==> config.mk <==
export PLATFORM = sky130hd
export DESIGN_NAME = irq_aggregator
export DESIGN_NICKNAME = d
export VERILOG_FILES = /design/src/rtl/irqc_pkg.sv /design/src/rtl/irqc_src_group.sv /design/src/rtl/irqc_vec_decode.sv /design/src/rtl/irqc_rd_merge.sv /design/src/rtl/irq_aggregator.sv
export SDC_FILE = /design/constraint.sdc
export NUM_CORES = 1
export LEC_CHECK = 0
export BUFFER_PORTS_ARGS = -buffer_cell sky130_fd_sc_hd__buf_2
export CAP_MARGIN = 20
export CORE_UTILIZATION = 60
export CTS_CLUSTER_DIAMETER = 40
export CTS_CLUSTER_SIZE = 24
export DETAILED_ROUTE_END_ITERATION = 12
export PLACE_DENSITY = 0.8
export SLEW_MARGIN = 5
export SYNTH_ARGS = -nofsm -noshare
export SYNTH_HDL_FRONTEND = slang
export SYNTH_HIERARCHICAL = 1
export SYNTH_SLANG_ARGS = --single-unit
==> constraint.sdc <==
create_clock -name clk -period 4.5 [get_ports clk]
set_input_delay 0.675 -clock clk [delete_from_list [all_inputs] [get_ports clk]]
set_output_delay 0.675 -clock clk [all_outputs]
set_load 0.05 [all_outputs]
==> src/rtl/irqc_pkg.sv <==
package irqc_pkg;
  // register offsets (byte addresses)
  localparam int OFS_EOI       = 32'h050;
  localparam int OFS_MSI_TGT   = 32'h054;
  localparam int OFS_MSI_STAT  = 32'h104;
  localparam int OFS_INTX_STAT = 32'h184;
  localparam int OFS_STRIDE    = 32'h010;
  // enable-set / enable-clear sit after the status word
  localparam int OFS_ENA_SET   = 4;
  localparam int OFS_ENA_CLR   = 8;
endpackage

==> src/rtl/irqc_src_group.sv <==
module irqc_src_group
  import irqc_pkg::*;
#(
  parameter int AW = 12,
  parameter int DW = 32,
  parameter int BITS = 4,
  parameter logic [AW-1:0] BASE = '0,
  parameter int EOI_ID = 0
) (
  input  logic            clk,
  input  logic            rst,
  input  logic            wr,
  input  logic [AW-1:0]   addr,
  input  logic [DW-1:0]   wdata,
  input  logic [BITS-1:0] set_i,
  output logic            rd_hit,
  output logic [DW-1:0]   rd_data,
  output logic            irq_o
);
  localparam logic [AW-1:0] A_STAT = BASE;
  localparam logic [AW-1:0] A_ESET = BASE + AW'(OFS_ENA_SET);
  localparam logic [AW-1:0] A_ECLR = BASE + AW'(OFS_ENA_CLR);
  localparam logic [AW-1:0] A_EOI  = AW'(OFS_EOI);
  localparam logic [DW-1:0] EOI_VAL = DW'(EOI_ID);

  logic [BITS-1:0] stat_q, en_q, stat_n, en_n, clr_m;
  logic            armed_q, irq_q;
  logic            wr_stat, wr_eset, wr_eclr, eoi;

  assign wr_stat = wr && (addr == A_STAT);
  assign wr_eset = wr && (addr == A_ESET);
  assign wr_eclr = wr && (addr == A_ECLR);
  assign eoi     = wr && (addr == A_EOI) && (wdata == EOI_VAL);

  // raise beats clear on the same bit
  assign clr_m  = wr_stat ? wdata[BITS-1:0] : '0;
  assign stat_n = (stat_q & ~clr_m) | set_i;

  always_comb begin
    en_n = en_q;
    if (wr_eset) en_n = en_q | wdata[BITS-1:0];
    if (wr_eclr) en_n = en_q & ~wdata[BITS-1:0];
  end

  always_ff @(posedge clk) begin
    if (rst) begin
      stat_q  <= '0;
      en_q    <= '0;
      armed_q <= 1'b1;
      irq_q   <= 1'b0;
    end else begin
      stat_q  <= stat_n;
      en_q    <= en_n;
      armed_q <= !eoi;
      irq_q   <= (|(stat_q & en_q)) && armed_q && !eoi;
    end
  end

  assign irq_o  = irq_q;
  assign rd_hit = (addr == A_STAT) || (addr == A_ESET) || (addr == A_ECLR);

  always_comb begin
    rd_data = '0;
    if (addr == A_STAT)
      rd_data[BITS-1:0] = stat_q;
    else if ((addr == A_ESET) || (addr == A_ECLR))
      rd_data[BITS-1:0] = en_q;
  end

  AST_RAISE_WINS: assert property (@(posedge clk) disable iff (rst)
    (|set_i) |=> ((stat_q & $past(set_i)) == $past(set_i)));
  AST_W1C_CLEARS: assert property (@(posedge clk) disable iff (rst)
    wr_stat |=> ((stat_q & $past(wdata[BITS-1:0] & ~set_i)) == '0));
  AST_ENA_SET: assert property (@(posedge clk) disable iff (rst)
    (wr_eset && !wr_eclr) |=> ((en_q & $past(wdata[BITS-1:0])) == $past(wdata[BITS-1:0])));
  AST_ENA_CLR: assert property (@(posedge clk) disable iff (rst)
    wr_eclr |=> ((en_q & $past(wdata[BITS-1:0])) == '0));
  AST_MASK_QUIET: assert property (@(posedge clk) disable iff (rst)
    ((stat_q & en_q) == '0) |=> !irq_o);
  AST_EOI_DROP: assert property (@(posedge clk) disable iff (rst)
    eoi |=> !irq_o);
  AST_EOI_HOLD: assert property (@(posedge clk) disable iff (rst)
    eoi |=> ##1 !irq_o);
endmodule

==> src/rtl/irqc_vec_decode.sv <==
module irqc_vec_decode
  import irqc_pkg::*;
#(
  parameter int NUM_GRP = 8,
  parameter int BITS = 4,
  parameter int AW = 12,
  localparam int VEC_W = $clog2(NUM_GRP * BITS),
  localparam int GRP_W = $clog2(NUM_GRP)
) (
  input  logic                           clk,
  input  logic                           rst,
  input  logic                           msi_stb,
  input  logic [VEC_W-1:0]               msi_vec,
  input  logic                           wr,
  input  logic [AW-1:0]                  addr,
  input  logic [VEC_W-1:0]               tgt_vec,
  output logic [NUM_GRP-1:0][BITS-1:0]   set_o
);
  localparam logic [AW-1:0] A_TGT = AW'(OFS_MSI_TGT);

  logic tgt_hit;
  assign tgt_hit = wr && (addr == A_TGT);

  // group from the low vector bits, bit position from the high ones
  always_comb begin
    set_o = '0;
    if (msi_stb)
      set_o[msi_vec[GRP_W-1:0]][msi_vec[VEC_W-1:GRP_W]] = 1'b1;
    if (tgt_hit)
      set_o[tgt_vec[GRP_W-1:0]][tgt_vec[VEC_W-1:GRP_W]] = 1'b1;
  end

  AST_PORT_ONE_RAISE: assert property (@(posedge clk) disable iff (rst)
    (msi_stb && !tgt_hit) |-> ($countones(set_o) == 1));
  AST_TGT_ONE_RAISE: assert property (@(posedge clk) disable iff (rst)
    (tgt_hit && !msi_stb) |-> ($countones(set_o) == 1));
  AST_IDLE_NO_RAISE: assert property (@(posedge clk) disable iff (rst)
    (!tgt_hit && !msi_stb) |-> (set_o == '0));
endmodule

==> src/rtl/irqc_rd_merge.sv <==
module irqc_rd_merge #(
  parameter int N = 12,
  parameter int DW = 32
) (
  input  logic                   clk,
  input  logic                   rst,
  input  logic                   rd,
  input  logic [N-1:0]           hit_i,
  input  logic [N-1:0][DW-1:0]   data_i,
  output logic [DW-1:0]          rdata_o
);
  logic [DW-1:0] merged;
  logic [DW-1:0] rdata_q;

  always_comb begin
    merged = '0;
    for (int i = 0; i < N; i++)
      if (hit_i[i]) merged = merged | data_i[i];
  end

  always_ff @(posedge clk) begin
    if (rst)     rdata_q <= '0;
    else if (rd) rdata_q <= merged;
  end

  assign rdata_o = rdata_q;

  AST_ONE_DECODE: assert property (@(posedge clk) disable iff (rst)
    rd |-> $onehot0(hit_i));
  AST_RD_HOLD: assert property (@(posedge clk) disable iff (rst)
    !rd |=> $stable(rdata_o));
  AST_UNMAPPED_ZERO: assert property (@(posedge clk) disable iff (rst)
    (rd && (hit_i == '0)) |=> (rdata_o == '0));
endmodule

==> src/rtl/irq_aggregator.sv <==
module irq_aggregator
  import irqc_pkg::*;
#(
  parameter int NUM_GRP = 8,
  parameter int GRP_BITS = 4,
  parameter int NUM_INTX = 4,
  parameter int AW = 12,
  parameter int DW = 32,
  localparam int VEC_W = $clog2(NUM_GRP * GRP_BITS),
  localparam int NSRC = NUM_GRP + NUM_INTX
) (
  input  logic                clk,
  input  logic                rst,
  input  logic                bus_wr,
  input  logic                bus_rd,
  input  logic [AW-1:0]       bus_addr,
  input  logic [DW-1:0]       bus_wdata,
  output logic [DW-1:0]       bus_rdata,
  input  logic                msi_stb,
  input  logic [VEC_W-1:0]    msi_vec,
  input  logic [NUM_INTX-1:0] intx_lvl,
  output logic [NUM_GRP-1:0]  msi_irq,
  output logic [NUM_INTX-1:0] intx_irq
);
  logic [NUM_GRP-1:0][GRP_BITS-1:0] msi_set;
  logic [NSRC-1:0]                  hit;
  logic [NSRC-1:0][DW-1:0]          rdat;

  irqc_vec_decode #(
    .NUM_GRP(NUM_GRP), .BITS(GRP_BITS), .AW(AW)
  ) u_dec (
    .clk(clk), .rst(rst), .msi_stb(msi_stb), .msi_vec(msi_vec),
    .wr(bus_wr), .addr(bus_addr), .tgt_vec(bus_wdata[VEC_W-1:0]),
    .set_o(msi_set)
  );

  // MSI groups: EOI numbers follow the legacy lines
  for (genvar g = 0; g < NUM_GRP; g++) begin : g_msi
    localparam logic [AW-1:0] GBASE = AW'(OFS_MSI_STAT + g * OFS_STRIDE);
    irqc_src_group #(
      .AW(AW), .DW(DW), .BITS(GRP_BITS), .BASE(GBASE), .EOI_ID(NUM_INTX + g)
    ) u_grp (
      .clk(clk), .rst(rst), .wr(bus_wr), .addr(bus_addr), .wdata(bus_wdata),
      .set_i(msi_set[g]), .rd_hit(hit[g]), .rd_data(rdat[g]), .irq_o(msi_irq[g])
    );
  end

  for (genvar n = 0; n < NUM_INTX; n++) begin : g_intx
    localparam logic [AW-1:0] LBASE = AW'(OFS_INTX_STAT + n * OFS_STRIDE);
    irqc_src_group #(
      .AW(AW), .DW(DW), .BITS(1), .BASE(LBASE), .EOI_ID(n)
    ) u_line (
      .clk(clk), .rst(rst), .wr(bus_wr), .addr(bus_addr), .wdata(bus_wdata),
      .set_i(intx_lvl[n]), .rd_hit(hit[NUM_GRP+n]), .rd_data(rdat[NUM_GRP+n]),
      .irq_o(intx_irq[n])
    );
  end

  irqc_rd_merge #(.N(NSRC), .DW(DW)) u_rd (
    .clk(clk), .rst(rst), .rd(bus_rd), .hit_i(hit), .data_i(rdat),
    .rdata_o(bus_rdata)
  );

  AST_RESET_QUIET: assert property (@(posedge clk)
    $past(rst) |-> (msi_irq == '0 && intx_irq == '0));
endmodule

==> flow_metrics.env, run 1 <==
export IMPL_syn_inst=1554
export IMPL_grt_max_degree=99
export IMPL_n_antenna_cell=0
export IMPL_ctsHoldBuffers=0
export IMPL_layout_drive_gt1_share_pct=13.9
export IMPL_worst_ep_required_time_ns=4.85
export IMPL_final_cell_mix="348 x conb_1, 128 x dfxtp_1, 100 x buf_2"
export IMPL_crit_path_top_delay_cell="or2_2"
export IMPL_synth_top_cell_area_share_pct=20.8
export IMPL_portBuffers=101
export IMPL_overflow=0
export IMPL_wl_per_cell_um=19.0
export IMPL_finalClockSkew_ns=0.0135
export IMPL_postCtsSetupBuffers=0
export IMPL_fin_nets=1667
export IMPL_grt_first_pass_wirelength_um=57500
export IMPL_netlist_area_um2=12700
export IMPL_fp_row_count=52
export IMPL_cts_sinks=128
export IMPL_power_density_nw_per_um2=242
export IMPL_async_flop_share_pct=0
export IMPL_synth_top_cell_by_area="buf_4"
export IMPL_post_dp_hpwl_um=23700
export IMPL_startpoint_type="primary input"
export IMPL_yosysSeqAreaShare_pct=20.1
export IMPL_ys_seq_elements=128
export IMPL_slew_headroom_pct=33.4
export IMPL_path_cells="buf_2 > nor4b_1 > nand3_1 > nor4_1 > or2_2 > nand2_1 > a41oi_1"
export IMPL_synth_main_ff_cell="dfxtp_1"
export IMPL_drt_initial_drc_count=1685
export IMPL_report_final_slew_viol_count=0
export IMPL_path_max_fanout=32
export IMPL_die_x_um=148
export IMPL_synth_edff_count=0
export IMPL_worstSetupPathType="primary input to flop"
export IMPL_postPlaceCellArea_um2=12000
export IMPL_fill_cells=1908
export IMPL_die_area_um2=21800
export IMPL_postRouteAntennaNets=0
export IMPL_period_minus_slack_ns=3.08
export IMPL_fin_ws_ns=1.42
export IMPL_start_util_pct=62.0
export IMPL_synth_avg_cell_area_um2=8.20
export IMPL_yosysUniqueCellTypes=82
export IMPL_grt_antenna_before_repair=0
export IMPL_viasPerCell=6.38
export IMPL_p_leak_nw=4.51
export IMPL_synthTopCellsByArea="buf_4 21%, dfxtp_1 20%, a22oi_1 4.6%"
export IMPL_fmax_mhz=325
export IMPL_ioPinCount=102
export IMPL_cpPeakStageDelay_ns=0.67
export IMPL_setup_viol=0
export IMPL_cts_root_buf="clkbuf_16"
export IMPL_ctsLongestPathBuffers=2
export IMPL_insertion_delay_ns=0.44
export IMPL_tns_ns=0
export IMPL_totalWireLength_um=36000
export IMPL_first_pass_iters=6
export IMPL_h_tree_depth=4
export IMPL_pre_cts_slack_ns=1.00
export IMPL_power_total_mw=3.05
export IMPL_grt_pass1_vias=10922
export IMPL_fin_crit_sh_pct=68.4
export IMPL_cts_buffers_inserted=17
export IMPL_status="finished, final reports clean"
export IMPL_critPathArrivalTime_ns=3.43
export IMPL_finalInstanceArea_um2=12600
export IMPL_clk_pin_slew_worst_paths_ns=0.07
export IMPL_finalHoldViolCount=0
export IMPL_ys_warn_count=6
export IMPL_drv_cap=0
export IMPL_rsz0062_at_grt="no"
export IMPL_end_kind="flop"
export IMPL_dp_cells=1859
export IMPL_hp_class="flop to flop"
export IMPL_tightest_slew_ns=0.999
export IMPL_gp_congestion=0.960
export IMPL_die_y_um=148
export IMPL_layout_commonest_cell="conb_1"
export IMPL_vdd_drop_max_mv=0.239
export IMPL_cts_tree="done"
export IMPL_via_count=12073
export IMPL_groute_usage_overall_pct=32.8
export IMPL_syn_to_final_growth_pct=-1.09
export IMPL_core_um2=20600
export IMPL_drc=0
export IMPL_final_cell_count_no_fill=1892
export IMPL_cts_resized=0
-- power by group --
part | switching [mW] | internal [mW] | total (mW)
Clock | 0.666 | 0.752 | 1.42
Sequential | 0.0138 | 1.15 | 1.17
Combinational | 0.348 | 0.115 | 0.463
Total | 1.03 | 2.02 | 3.05
-- metal layers --
metal	up-vias	global-route usage, %	wire [um]
met2	745	52.0	16200
li1	5552	-	-
met5	-	0	0
met1	5637	43.2	14400
met3	139	7.01	3950
met4	0	13.0	1410
-- cells in the mapped netlist (23+ instances only) --
master and count:
a22oi_1 78, nand2_1 75, a311oi_1 48, a221oi_1 37, o21bai_1 32, nor2_1 102
nor4_1 87, nand4_1 26, inv_1 34, a222oi_1 32, a41oi_1 41, and3_1 48
buf_4 353, a22o_1 46, buf_2 23, dfxtp_1 128
-- stage by stage --
stage	hold slack (ns)	utilization [%]
finish	0.446	61.3
global route	0.471	61.3
CTS	0.450	61.2
detailed placement	0.439	58.2
global placement	0.435	58.2
floorplan	0.421	-
-- path summary, 6_finish.rpt --
check	endpoint	cells after the start	startpoint	slack [ns]
setup / recovery	u_rd/rdata_o[1]$_SDFFE_PP0P_	7	bus_addr[8]	1.42
hold / removal	g_intx[1].u_line/irq_o$_SDFF_PP0_	2	g_intx[1].u_line/armed_q$_SDFF_PP1_	0.45
setup reg to reg	u_rd/rdata_o[0]$_SDFFE_PP0P_	5	flop	2.87
hold reg to reg	g_intx[1].u_line/irq_o$_SDFF_PP0_	2	g_intx[1].u_line/armed_q$_SDFF_PP1_	0.45
-- worst max-delay path, delay by kind of cell --
kind	cells	cell delay, ns
compound gates	1	0.21
buf+inv	1	0.49
simple gates	5	2.04
-- cells by family after synthesis --
kind of cell,after synthesis,synth area share (%)
and+or+nand+nor,533,27.1
buffers and inverters,458,25.0
AOI/OAI and AO/OA,421,27.2
DFF,128,20.1
other,12,0.353
muxes,2,0.177
-- cell type report --
cell class | instances | area (um2) | area share [%]
multi-input combinational | 1304 | 8270 | 65.6
clock buffer | 17 | 425 | 3.37
clock inverter | 15 | 179 | 1.42
tap | 270 | 338 | 2.68
timing repair buffer | 124 | 701 | 5.56
sequential | 128 | 2560 | 20.3
inverter | 34 | 128 | 1.01
Note: power is estimated with default switching activity, not from simulation.
==> inputs of run 2 (changes only) <==
- ABC_AREA: not set -> 1
- PLACE_DENSITY: 0.8 -> 0.79
- clock period: 4.5 -> 2.92 ns (I/O delays scaled with it)
==> run 2 against run 1 <==
Net effect:
- non-clock buffer count up 10
- cell area up 33%
- flip-flop and latch count unchanged
- largest power group unchanged
- register-to-register slack worse by 1.2 ns
- via count up 44%
- setup slack worse by 0.63 ns
- clock power up 56%
- clock-buffer cell count up 1
- first-iteration DRC count up 4.0%
- final cell count up 85%
- global-route usage up 0.70 points
- critical path type unchanged
- sequential share of layout area down 5.1 points
==> flow_metrics.env, run 2 <==
export IMPL_status="finished, final reports clean"
export IMPL_synth_edff_count=0
export IMPL_fin_crit_sh_pct=72.7
export IMPL_p_sw_share_pct=34.0
export IMPL_grt_pass1_vias=15536
export IMPL_worst_ep_required_time_ns=3.28
export IMPL_hp_class="primary input to flop"
export IMPL_drv_cap=0
export IMPL_die_area_um2=28500
export IMPL_power_density_nw_per_um2=297
export IMPL_fp_row_count=60
export IMPL_grt_first_pass_wirelength_um=76300
export IMPL_netlist_area_um2=16700
export IMPL_seq_power_share_pct=36.0
export IMPL_cts_resized=0
export IMPL_ctsHoldBuffers=0
export IMPL_period_minus_slack_ns=2.12
export IMPL_power_total_mw=5.00
export IMPL_post_dp_hpwl_um=34300
export IMPL_ys_warn_count=6
export IMPL_yosysSeqAreaShare_pct=15.3
export IMPL_postCtsSetupBuffers=0
export IMPL_cts_tree="done"
export IMPL_clock_power_share_pct=44.3
export IMPL_comb_power_share_pct=19.7
export IMPL_slew_headroom_pct=39.2
export IMPL_final_cell_mix="972 x nand2_1, 538 x nor2_1, 348 x conb_1"
export IMPL_tightest_slew_ns=0.911
export IMPL_h_tree_depth=4
export IMPL_wl_per_cell_um=13.6
export IMPL_viasPerCell=4.96
export IMPL_fin_ws_ns=0.798
export IMPL_synthTopCellsByArea="nand2_1 22%, buf_4 16%, dfxtp_1 15%"
export IMPL_worstSetupPathType="primary input to flop"
export IMPL_setup_viol=0
export IMPL_grt_max_degree=98
export IMPL_synth_top_cell_area_share_pct=21.8
export IMPL_insertion_delay_ns=0.43
export IMPL_use_met3_pct=4.47
export IMPL_report_final_slew_viol_count=0
export IMPL_syn_inst=3036
export IMPL_portBuffers=101
export IMPL_grt_antenna_before_repair=0
export IMPL_cts_buffers_inserted=17
export IMPL_drt_initial_drc_count=1752
export IMPL_path_max_fanout=31
export IMPL_postRouteAntennaNets=0
export IMPL_start_util_pct=61.6
export IMPL_first_pass_iters=6
export IMPL_totalWireLength_um=47600
export IMPL_layout_commonest_cell="nand2_1"
export IMPL_async_flop_share_pct=0
export IMPL_p_leak_nw=8.94
export IMPL_grtUsageMet1_pct=39.7
export IMPL_cts_root_buf="clkbuf_16"
export IMPL_fmax_mhz=471
export IMPL_pre_cts_slack_ns=0.450
export IMPL_synth_top_cell_by_area="nand2_1"
export IMPL_ys_seq_elements=128
export IMPL_grt_busiest_layer="met2"
export IMPL_groute_usage_overall_pct=33.5
export IMPL_cts_sinks=128
export IMPL_die_y_um=169
export IMPL_overflow=0
export IMPL_gp_congestion=0.940
export IMPL_rsz0062_at_grt="no"
export IMPL_ioPinCount=102
export IMPL_end_kind="flop"
export IMPL_finalHoldViolCount=0
export IMPL_n_antenna_cell=0
export IMPL_ctsLongestPathBuffers=2
export IMPL_yosysUniqueCellTypes=42
export IMPL_synth_avg_cell_area_um2=5.50
export IMPL_layout_drive_gt1_share_pct=11.6
export IMPL_fill_cells=2716
export IMPL_syn_to_final_growth_pct=0.517
export IMPL_tns_ns=0
export IMPL_fin_nets=3175
export IMPL_via_count=17364
export IMPL_ys_top_cells_by_count="972 x nand2_1, 538 x nor2_1, 365 x buf_4"
export IMPL_clk_pin_slew_worst_paths_ns=0.07
export IMPL_finalClockSkew_ns=0.0123
export IMPL_core_um2=27100
export IMPL_power_switching_mw=1.70
export IMPL_vdd_drop_max_mv=0.313
export IMPL_synth_main_ff_cell="dfxtp_1"
export IMPL_drc=0
export IMPL_intPower_mw=3.30
export IMPL_critPathArrivalTime_ns=2.48
export IMPL_startpoint_type="primary input"
export IMPL_grt_use_met2_pct=57.3
export IMPL_yosysMostFrequentCell="nand2_1"
export IMPL_die_x_um=169
run 2: changes by cell type in the layout (fill, tap and decap cells not counted), moves of 78 or more:
cell,delta
a22oi_1,-78
inv_1,+305
nand2_1,+897
nand3_1,+89
nand4_1,+116
nor2_1,+441
nor4_1,-83
run 2: kinds of logic (layout without fill, tap and decap cells):
family | count (synthesis) | in the layout | synth area share (%)
flip-flops | 128 | 128 | 15.3
AO/OA/AOI/OAI | 183 | 183 | 6.39
AND/OR/NAND/NOR | 1934 | 1934 | 51.6
other | 12 | 348 | 0.270
buffers and inverters | 779 | 536 | 26.4
run 2: final timing paths:
| path | startpoint | end | slack (ns) | cells past startpoint |
|---|---|---|---|---|
| max | bus_addr[2] | u_rd/rdata_o[2]$_SDFFE_PP0P_ | 0.80 | 12 |
| min | intx_lvl[2] | g_intx[2].u_line/stat_q$_SDFF_PP0_ | 0.23 | 3 |
| max reg2reg | flop | u_rd/rdata_o[0]$_SDFFE_PP0P_ | 1.65 | 8 |
| min reg2reg | g_msi[1].u_grp/stat_q[1]$_SDFF_PP0_ | g_msi[1].u_grp/stat_q[1]$_SDFF_PP0_ | 0.46 | 2 |
run 2: worst max-delay path, stage by stage:
cell,delay (ns)
buf_2,0.52
nand2_1,0.19
nor2_2,0.18
nand4_4,0.17
nand2_2,0.16
buf_4,0.35
nand2_1,0.12
nand2_1,0.09
nor2_1,0.05
nand2_1,0.05
nor2_1,0.04
nor2_1,0.07
run 2: power by group through the flow:
stage	Clock (mW)	Sequential, mW	Combinational [mW]
5_1_grt	2.31	1.80	1.08
6_report	2.21	1.80	0.984
3_3_place_gp	0	1.84	0.928
4_1_cts	2.24	1.80	0.952
3_5_place_dp	0	1.84	0.948
2_1_floorplan	0	1.91	0.821
run 2: layout make-up:
class | count | area [um2] | share of cell area, %
Clock buffer | 18 | 439 | 2.62
Clock inverter | 13 | 155 | 0.924
Inverter | 371 | 1390 | 8.29
Multi-Input combinational cell | 2465 | 11000 | 65.5
Sequential cell | 128 | 2560 | 15.3
Tap cell | 372 | 465 | 2.77
Timing Repair Buffer | 134 | 778 | 4.63
run 2: layer usage:
metal / part of all wire (%) / vias to the layer above
met5: 0 / -
li1: - / 8859
met2: 46 / 830
met3: 8.2 / 157
met4: 5.7 / 0
met1: 40 / 7518
run 2: per-stage QoR:
stage | utilization [%] | cell area, um2 | instances | hold slack [ns]
after floorplan | - | 18000 | 3372 | 0.424
after global placement | 59.8 | 16200 | 3470 | 0.449
after detailed placement | 59.8 | 16200 | 3470 | 0.452
after CTS | 62.0 | 16800 | 3501 | 0.228
after global routing | 62.0 | 16800 | 3501 | 0.235
final | 62.0 | 16800 | 3501 | 0.235
